--- src/rtl/wdt_ladder_pkg.sv ---
package wdt_ladder_pkg;

  // Control register upper field, bits 31:22
  typedef struct packed {
    logic [1:0] period;    // 31:30
    logic [1:0] rst_kind;  // 29:28
    logic       irq_en;    // 27
    logic [4:0] spare;     // 26:22, stored only
  } ctrl_t;

  typedef enum logic [1:0] {
    LAD_IDLE  = 2'b00,
    LAD_LOW   = 2'b01,
    LAD_ARMED = 2'b10,
    LAD_TOP   = 2'b11
  } ladder_e;

  // Counter bit whose first rise ends a period
  function automatic int unsigned tap_index(input int unsigned base,
                                            input int unsigned step,
                                            input int unsigned sel);
    return base + step * sel;
  endfunction

  // Status bits 31:28 after one expiry
  function automatic logic [3:0] ladder_step(input logic [3:0] st,
                                             input logic [1:0] kind);
    logic [3:0] r;
    r = st;
    case (ladder_e'(st[3:2]))
      LAD_IDLE, LAD_LOW: r[3] = 1'b1;
      LAD_ARMED:         r[2] = 1'b1;
      default:           r[1:0] = kind;
    endcase
    return r;
  endfunction

endpackage

--- src/rtl/wdt_period_cnt.sv ---
module wdt_period_cnt #(
  parameter int unsigned BASE_BIT = 17,
  parameter int unsigned STEP     = 4
) (
  input  logic       clk,
  input  logic       rst_n,
  input  logic       tick,
  input  logic       run,
  input  logic       restart,
  input  logic [1:0] period_sel,
  output logic       expire
);
  import wdt_ladder_pkg::*;

  localparam int unsigned NSEL  = 4;
  localparam int unsigned CNT_W = tap_index(BASE_BIT, STEP, NSEL - 1) + 1;

  logic [CNT_W-1:0] cnt;
  logic [CNT_W-1:0] cnt_nxt;
  logic [NSEL-1:0]  rise;

  assign cnt_nxt = cnt + 1'b1;

  for (genvar i = 0; i < NSEL; i++) begin : g_tap
    localparam int unsigned B = tap_index(BASE_BIT, STEP, i);
    assign rise[i] = cnt_nxt[B] & ~cnt[B];
  end

  assign expire = tick & run & ~restart & rise[period_sel];

  always_ff @(posedge clk) begin
    if (!rst_n)                cnt <= '0;
    else if (restart || expire) cnt <= '0;
    else if (tick && run)      cnt <= cnt_nxt;
  end

  // no tick and no restart leave the counter unchanged
  assert_hold_no_tick_R11: assert property (@(posedge clk) disable iff (!rst_n)
    (!tick && !restart) |=> $stable(cnt));

  // the cycle after a restart cannot end a period
  assert_restart_quiet_R9: assert property (@(posedge clk) disable iff (!rst_n)
    restart |=> !expire);

endmodule

--- src/rtl/wdt_regs.sv ---
module wdt_regs
  import wdt_ladder_pkg::*;
(
  input  logic       clk,
  input  logic       rst_n,
  input  logic       ctrl_wr,
  input  logic       st_wr,
  input  logic [9:0] wr_hi,
  input  logic       expire,
  output ctrl_t      ctrl,
  output logic [3:0] st,
  output logic       run,
  output logic       final_hit,
  output logic       irq_step
);

  logic [3:0] st_adv;
  logic [3:0] st_nxt;

  assign final_hit = expire & (st[3:2] == 2'b11);
  assign irq_step  = expire & (st[3:2] == 2'b10);
  assign st_adv    = expire ? ladder_step(st, ctrl.rst_kind) : st;
  assign st_nxt    = st_wr ? (st_adv & ~wr_hi[9:6]) : st_adv;

  always_ff @(posedge clk) begin
    if (!rst_n) begin
      ctrl <= '0;
      st   <= '0;
      run  <= 1'b1;
    end else begin
      st <= st_nxt;
      if (ctrl_wr) begin
        ctrl <= ctrl_t'(wr_hi);
        run  <= 1'b1;
      end else if (final_hit) begin
        run  <= 1'b0;
      end
    end
  end

  // bits named by a status write are zero afterwards
  assert_w1c_wins_R7: assert property (@(posedge clk) disable iff (!rst_n)
    st_wr |=> ((st & $past(wr_hi[9:6])) == 4'b0));

  // expiry from 00/01 sets bit 31
  assert_arm_step_R2: assert property (@(posedge clk) disable iff (!rst_n)
    (expire && !st[3] && !st_wr) |=> st[3]);

  // reset kind captured and counting stopped
  assert_kind_latch_R5: assert property (@(posedge clk) disable iff (!rst_n)
    (final_hit && !st_wr) |=> (st[1:0] == $past(ctrl.rst_kind)) && !run);

endmodule

--- src/rtl/wdt_rst_req.sv ---
module wdt_rst_req (
  input  logic       clk,
  input  logic       rst_n,
  input  logic       final_hit,
  input  logic [1:0] kind,
  output logic [2:0] req
);

  for (genvar i = 0; i < 3; i++) begin : g_req
    always_ff @(posedge clk) begin
      if (!rst_n) req[i] <= 1'b0;
      else        req[i] <= final_hit && (kind == 2'(i + 1));
    end
  end

  // one-hot request, single-cycle pulse
  assert_req_onehot_R6: assert property (@(posedge clk) disable iff (!rst_n)
    $onehot0(req));
  assert_req_pulse_R6: assert property (@(posedge clk) disable iff (!rst_n)
    (req != 3'b0) |=> (req == 3'b0));

endmodule

--- src/rtl/wdt_ladder.sv ---
module wdt_ladder #(
  parameter int unsigned BASE_BIT = 17,
  parameter int unsigned STEP     = 4
) (
  input  logic        clk,
  input  logic        rst_n,
  input  logic        tick,
  input  logic        wr_en,
  input  logic        wr_sel,
  input  logic [31:0] wr_data,
  input  logic        rd_sel,
  output logic [31:0] rd_data,
  output logic        wdt_irq,
  output logic        rst_core,
  output logic        rst_chip,
  output logic        rst_sys
);
  import wdt_ladder_pkg::*;

  localparam int unsigned CTRL_LO = 22;
  localparam int unsigned ST_LO   = 28;

  ctrl_t      ctrl;
  logic [3:0] st;
  logic       run;
  logic       expire;
  logic       final_hit;
  logic       irq_step;
  logic       ctrl_wr;
  logic       st_wr;
  logic [2:0] req;

  assign ctrl_wr = wr_en & ~wr_sel;
  assign st_wr   = wr_en &  wr_sel;

  wdt_period_cnt #(.BASE_BIT(BASE_BIT), .STEP(STEP)) u_cnt (
    .clk        (clk),
    .rst_n      (rst_n),
    .tick       (tick),
    .run        (run),
    .restart    (ctrl_wr),
    .period_sel (ctrl.period),
    .expire     (expire)
  );

  wdt_regs u_regs (
    .clk       (clk),
    .rst_n     (rst_n),
    .ctrl_wr   (ctrl_wr),
    .st_wr     (st_wr),
    .wr_hi     (wr_data[31:CTRL_LO]),
    .expire    (expire),
    .ctrl      (ctrl),
    .st        (st),
    .run       (run),
    .final_hit (final_hit),
    .irq_step  (irq_step)
  );

  wdt_rst_req u_req (
    .clk       (clk),
    .rst_n     (rst_n),
    .final_hit (final_hit),
    .kind      (ctrl.rst_kind),
    .req       (req)
  );

  assign rd_data  = rd_sel ? {st, {ST_LO{1'b0}}} : {ctrl, {CTRL_LO{1'b0}}};
  assign wdt_irq  = st[2] & ctrl.irq_en;
  assign rst_core = req[0];
  assign rst_chip = req[1];
  assign rst_sys  = req[2];

  // the interrupt rises only after an armed expiry or a control write
  assert_irq_source_R4: assert property (@(posedge clk) disable iff (!rst_n)
    $rose(wdt_irq) |-> $past(irq_step || ctrl_wr));

endmodule

--- config.mk ---
export PLATFORM = sky130hd
export DESIGN_NAME = wdt_ladder
export DESIGN_NICKNAME = d
export VERILOG_FILES = /design/src/rtl/wdt_ladder_pkg.sv /design/src/rtl/wdt_period_cnt.sv /design/src/rtl/wdt_regs.sv /design/src/rtl/wdt_rst_req.sv /design/src/rtl/wdt_ladder.sv
export SDC_FILE = /design/constraint.sdc
export NUM_CORES = 1
export LEC_CHECK = 0
export ABC_CLOCK_PERIOD_IN_PS = 2900
export BUFFER_PORTS_ARGS = -buffer_cell sky130_fd_sc_hd__buf_4
export CORE_MARGIN = 2
export CORE_UTILIZATION = 35
export CTS_CLUSTER_DIAMETER = 30
export DETAILED_ROUTE_END_ITERATION = 16
export HOLD_SLACK_MARGIN = 0.1
export PLACE_DENSITY_LB_ADDON = 0.1
export SETUP_SLACK_MARGIN = 0.2
export SLEW_MARGIN = 15
export SYNTH_ARGS = -nofsm -noshare
export SYNTH_HDL_FRONTEND = slang
export SYNTH_SLANG_ARGS = --single-unit
--- constraint.sdc ---
create_clock -name clk -period 2.9 [get_ports clk]
set_input_delay 0.29 -clock clk [delete_from_list [all_inputs] [get_ports clk]]
set_output_delay 0.29 -clock clk [all_outputs]
set_load 0.05 [all_outputs]
# Word level (Yosys, flattened, before mapping)
# Index checks and enable logic that the tools add are counted.
# W data, S select, Z words.
classes:
  n_addsub: 1
  n_lt_le_gt_ge: 1
  n_eq_ne: 6
  mux: 8
  n_bitwise: 20
  n_reduce_logical: 10
op_table:
  columns: ["cell", "n"]
  rows:
  - ["$mux W32", 1]
  - ["$add A30 B1 Y30 const B", 1]
  - ["$and A1 B1 Y1", 11]
  - ["$eq A2 B2 Y1 const B", 4]
  - ["$mux W4", 2]
  - ["$not A1 Y1", 7]
  - ["$reduce_or A2 Y1", 3]
  - ["$and A4 B4 Y4", 1]
  - ["$eq A2 B1 Y1 const B", 2]
  - ["$logic_and A1 B1 Y1", 4]
  - ["$not A4 Y4", 1]
  - ["$lt A2 B3 Y1 const B", 1]
  - ["$mux W1", 3]
  - ["$reduce_or A3 Y1", 1]
  - ["$bmux W1 S2", 1]
  - ["$logic_not A2 Y1", 1]
  - ["$mux W2", 1]
  - ["$logic_or A1 B1 Y1", 1]
word_totals:
  regBits: 48
  input_bits: 38
  output_inout_bits: 36
  word_cells: 56

# Depth between registers and ports, before layout
depth:
  word_depth: 8
  mapped_depth: 10

# By module
# Synthesis repeated with hierarchy kept, for this count alone.
hier_totals:
  cells_unflattened: 278
  area_unflattened_um2: 2493.6
by_module_without_submodules:
  columns: ["module", "instances", "cells_per_inst", "area_each_um2", "seq_area_each_um2"]
  rows:
  - ["wdt_period_cnt", 1, 178, 1512.7, 600.6]
  - ["wdt_regs", 1, 57, 579.3, 300.3]
  - ["wdt_ladder", 1, 37, 311.5, 0.0]
  - ["wdt_rst_req", 1, 6, 90.1, 60.1]

# Worst setup path after synthesis
# No wires, ideal clock.
synth_path:
  kind: "register to register"
  startpoint: "register u_cnt.cnt[12]"
  endpoint: "register u_cnt.cnt[0]"
  setup_time_ns: 0.128
  arrival_ns: 2.350
  required_time_ns: 2.772
  path_slack_ns: 0.423
  path_stages_with_launch: 11
  n_path_buf: 1
  period_less_slack_ns: 2.477
  cell_sequence: "dfxtp_1 -> nand4_1 -> or4_1 -> nor2_1 -> and4_1 -> ha_1 -> mux2i_1 -> o22a_1 -> nand2_1 -> clkbuf_1 -> nor2_1"
synth_between:
  elab_chain_cells: 7
synth_lines:
  columns: ["element", "line", "text"]
  rows:
  - ["from (decl)", "wdt_period_cnt.sv:18", "logic [CNT_W-1:0] cnt;"]
  - ["from (signal assigned)", "wdt_period_cnt.sv:34", "else if (tick && run) cnt <= cnt_nxt;"]
  - ["$add A30 B1 Y30 *", "wdt_period_cnt.sv:22", "assign cnt_nxt = cnt + 1'b1;"]
  - ["$and A1 B1 Y1", "wdt_period_cnt.sv:26", "assign rise[i] = cnt_nxt[B] & ~cnt[B];"]
  - ["$bmux W1 S2 *", "wdt_period_cnt.sv:29", "assign expire = tick & run & ~restart & rise[period_sel];"]
  - ["$mux W1 (implied by the code) *", "wdt_period_cnt.sv:29", null]
  - ["$and A1 B1 Y1 *", "wdt_period_cnt.sv:29", null]
  - ["$logic_or A1 B1 Y1 *", "wdt_period_cnt.sv:33", "else if (restart || expire) cnt <= '0;"]
  - ["$reduce_or A2 Y1 (no line) *", null, null]
# Mark *: on every way between the ends. The rest lies on a longest branch, timed or not. The select of a mux whose other input is x is not followed.
# A chain may end at the register's enable or synchronous reset.

# Final worst setup path
layout_path:
  startpoint: "register u_cnt.cnt[14]"
  endpoint: "register u_cnt.cnt[21]"
layout_between:
  elab_chain_cells: 7
layout_lines:
  columns: ["element", "line"]
  rows:
  - ["$add A30 B1 Y30 *", "wdt_period_cnt.sv:22"]
  - ["$and A1 B1 Y1", "wdt_period_cnt.sv:26"]
  - ["$bmux W1 S2", "wdt_period_cnt.sv:29"]
  - ["$mux W1 (implied by the code)", "wdt_period_cnt.sv:29"]
  - ["$and A1 B1 Y1", "wdt_period_cnt.sv:29"]
  - ["$logic_or A1 B1 Y1", "wdt_period_cnt.sv:33"]
  - ["$reduce_or A2 Y1 (no line)", null]
# Marks and branches as above.

==> results.yml <==
die:
  pin_count: 74
  fp.coreArea_sq_mm: 0.00687
  rows: 30
  die-area_sq_mm: 0.00788
  initial_core_util: 0.366
  die_w_um: 88.8
  fp.dieH_um: 88.8
timing:
  relSlewSlack: 0.524
  worst_slew_pin_slew_ns: 0.712
  finalCritPeriodShare: 0.861
  max_freq_mhz: 401
  drv_slew: 0
  min_period_ns: 2.50
  rsz0062_at_grt: "no"
  hold_viol: 0
  fin_skew_ns: 0.0139
  setup_viol: 0
  fin_setup_tns_ns: 0
cts:
  cts-buffers-inserted: 5
  cts_tree: "yes"
  cts_root_buffer: "clkbuf_8"
  clk_latency_ns: 0.31
  h-tree-depth: 2
  cts_buffer_depth: 2
  hold_buffers: 0
  cts.sinks: 48
  clk_pin_slew_ns: 0.09
synthesis:
  ys_ff_latch: 48
  avgSynthCellArea_sq_um: 8.25
  synth-seq-area-share: 0.382
  synth_flop_cell: "dfxtp_1"
  synth-edff-count: 0
  ys_warn_count: 0
  syn_inst: 305
  synth_area_sq_mm: 0.00251
  netlist-cell-type-count: 36
  async_flop_share: 0
outcome:
  status: "completed"
cells_and_area:
  final_cell_mix: "dfxtp_1, nand2_1, buf_4"
  antenna_cells: 0
  drive_gt1_frac: 0.174
  final_common_cell: "dfxtp_1"
  fillers: 707
  layout.nets: 382
  area_delta_synth_final_pct: 16.2
setup_path:
  worstPathCellList: "nand4_1, or4_4, nor2_2, and3_1, ha_1, mux2i_1, o22a_2, nand2_1, buf_12, a211oi_1"
  critPathMaxFanout: 24
  endpoint_kind: "register"
  critPathMaxStageDelay_ns: 0.56
  required_ns: 3.07
  rrSetupSlack_ns: 0.40
  worst-setup-path-type: "register to register"
  critPathArrivalTime_ns: 2.66
  startpoint_type: "register"
  crit_slowest_cell: "or4_4"
pwr:
  ir_worst_vdd_mv: 0.172
  intPower_mw: 0.906
  total_power_mw: 1.26
  p_seq_frac: 0.537
  leakage_nw: 1.09
  clkPwrFrac: 0.334
  p_comb_frac: 0.130
  switching_share: 0.283
  p_per_area_mw_per_mm2: 432
  p_sw_mw: 0.358
placed_design:
  io_buffers: 29
  dp_hpwl_mm: 3.79
  gp_congestion: 0.759
drt:
  drtPass1Iterations: 4
  vias: 2130
  finalWirelength_mm: 5.40
  drt_iter0_drc: 88
  avgViaCountPerCell: 4.89
  drt_drc_violations_left: 0
  ant_nets: 0
  avgRoutedWirePerCell_um: 12.4
grt:
  track_usage: 0.150
  busiest_layer: "met2"
  grt_pass1_vias: 1949
  grt_max_degree: 25
  antenna_found_initial: 0
  met2_usage: 0.231
  use_met3: 0.0317
  grt_pass1_wl_mm: 9.29
  overflow: 0
  grt_util_met1: 0.210
job:
  maxCapViolations: 0
min_path:
  hold_path_class: "input port to register"
==> through the flow <==
stage,hold WS [ns],util,area (sq um),instances,setup WS (ns)
final,0.229,0.426,2920,436,0.403
after global routing,0.236,0.426,2920,436,0.241
after CTS,0.224,0.421,2890,433,0.207
after detailed placement,0.451,0.407,2790,425,0.138
after global placement,0.444,0.407,2790,425,0.151
after floorplan,0.411,-,2590,326,0.423
==> final timing paths <==
kind	start	end	depth (start not counted)
max	u_cnt.cnt[14]$_SDFFE_PP0P_	u_cnt.cnt[21]$_SDFFE_PP0P_	10
min	wr_data[24]	u_regs.ctrl[2]$_SDFFE_PN0P_	3
max reg2reg	u_cnt.cnt[14]$_SDFFE_PP0P_	u_cnt.cnt[21]$_SDFFE_PP0P_	10
min reg2reg	u_regs.ctrl[4]$_SDFFE_PN0P_	u_regs.ctrl[4]$_SDFFE_PN0P_	2
==> power by group through the flow <==
stage          logic [mW]  clock network (mW)  registers [mW]
6_report            0.164               0.421           0.678
5_1_grt             0.178               0.473           0.681
4_1_cts             0.165               0.438           0.679
3_5_place_dp        0.164                   0           0.694
3_3_place_gp        0.163                   0           0.694
2_1_floorplan       0.146                   0           0.692
==> worst max-delay path: cells and delay by family (launching register included) <==
kind | cells | cell delay, ns
compound gates | 2 | 0.36
mux | 1 | 0.09
buf+inv | 1 | 0.17
flops | 1 | 0.37
fa+ha+maj | 1 | 0.15
simple gates | 5 | 1.22
==> layout make-up <==
type	instances	area [sq um]	area share
clock buffer	7	86.3	0.0295
clock inverter	1	7.51	0.00257
inverter	8	30.0	0.0103
multi-input combinational	236	1400	0.479
sequential	48	967	0.331
tap	96	120	0.0411
timing repair buffer	40	313	0.107
==> sequential cells by signal, summed over array words and instances (netlist names) <==
| name | flops |
|---|---|
| u_regs.ctrl | 10 |
| u_cnt.cnt | 30 |
| u_req.req | 3 |
| u_regs.run | 1 |
| u_regs.st | 4 |
==> metal layers <==
metal,part of all wire,wire [um]
met1,0.50,2680
met2,0.45,2410
met3,0.042,227
met5,0,0
met4,0.014,76
==> what timing repair did <==
| action | 4_1_cts | 5_1_grt |
|---|---|---|
| buffers inserted | 0 | 3 |
| pin swaps | 0 | 3 |
| endpoints found under the setup margin | 29 | 33 |
| endpoints found under the hold margin | 0 | 0 |
| resized for setup | 2 | 6 |
==> Yosys cell counts, types with 7 or more instances <==
master,count,area share
nor2b_1,7,0.017
nand3_1,17,0.034
nand3b_1,7,0.021
nor2_1,24,0.036
clkbuf_1,11,0.016
buf_4,22,0.066
dfxtp_1,48,0.38
nand4_1,10,0.025
a21oi_1,12,0.024
a21boi_0,10,0.030
mux2i_1,8,0.032
nand2_1,40,0.060
or4_1,9,0.027
inv_1,8,0.012
==> cells by family after synthesis <==
| family | count (synthesis) | share of synthesized area |
|---|---|---|
| AND/OR/NAND/NOR | 147 | 0.309 |
| flip-flops | 48 | 0.382 |
| buffers and inverters | 42 | 0.0960 |
| AO/OA/AOI/OAI | 40 | 0.103 |
| XOR/XNOR | 11 | 0.0383 |
| multiplexers | 11 | 0.0453 |
| adder cells (fa/ha/maj) | 5 | 0.0249 |
| other | 1 | 0.00149 |
Power figures use the tool's default switching activity.
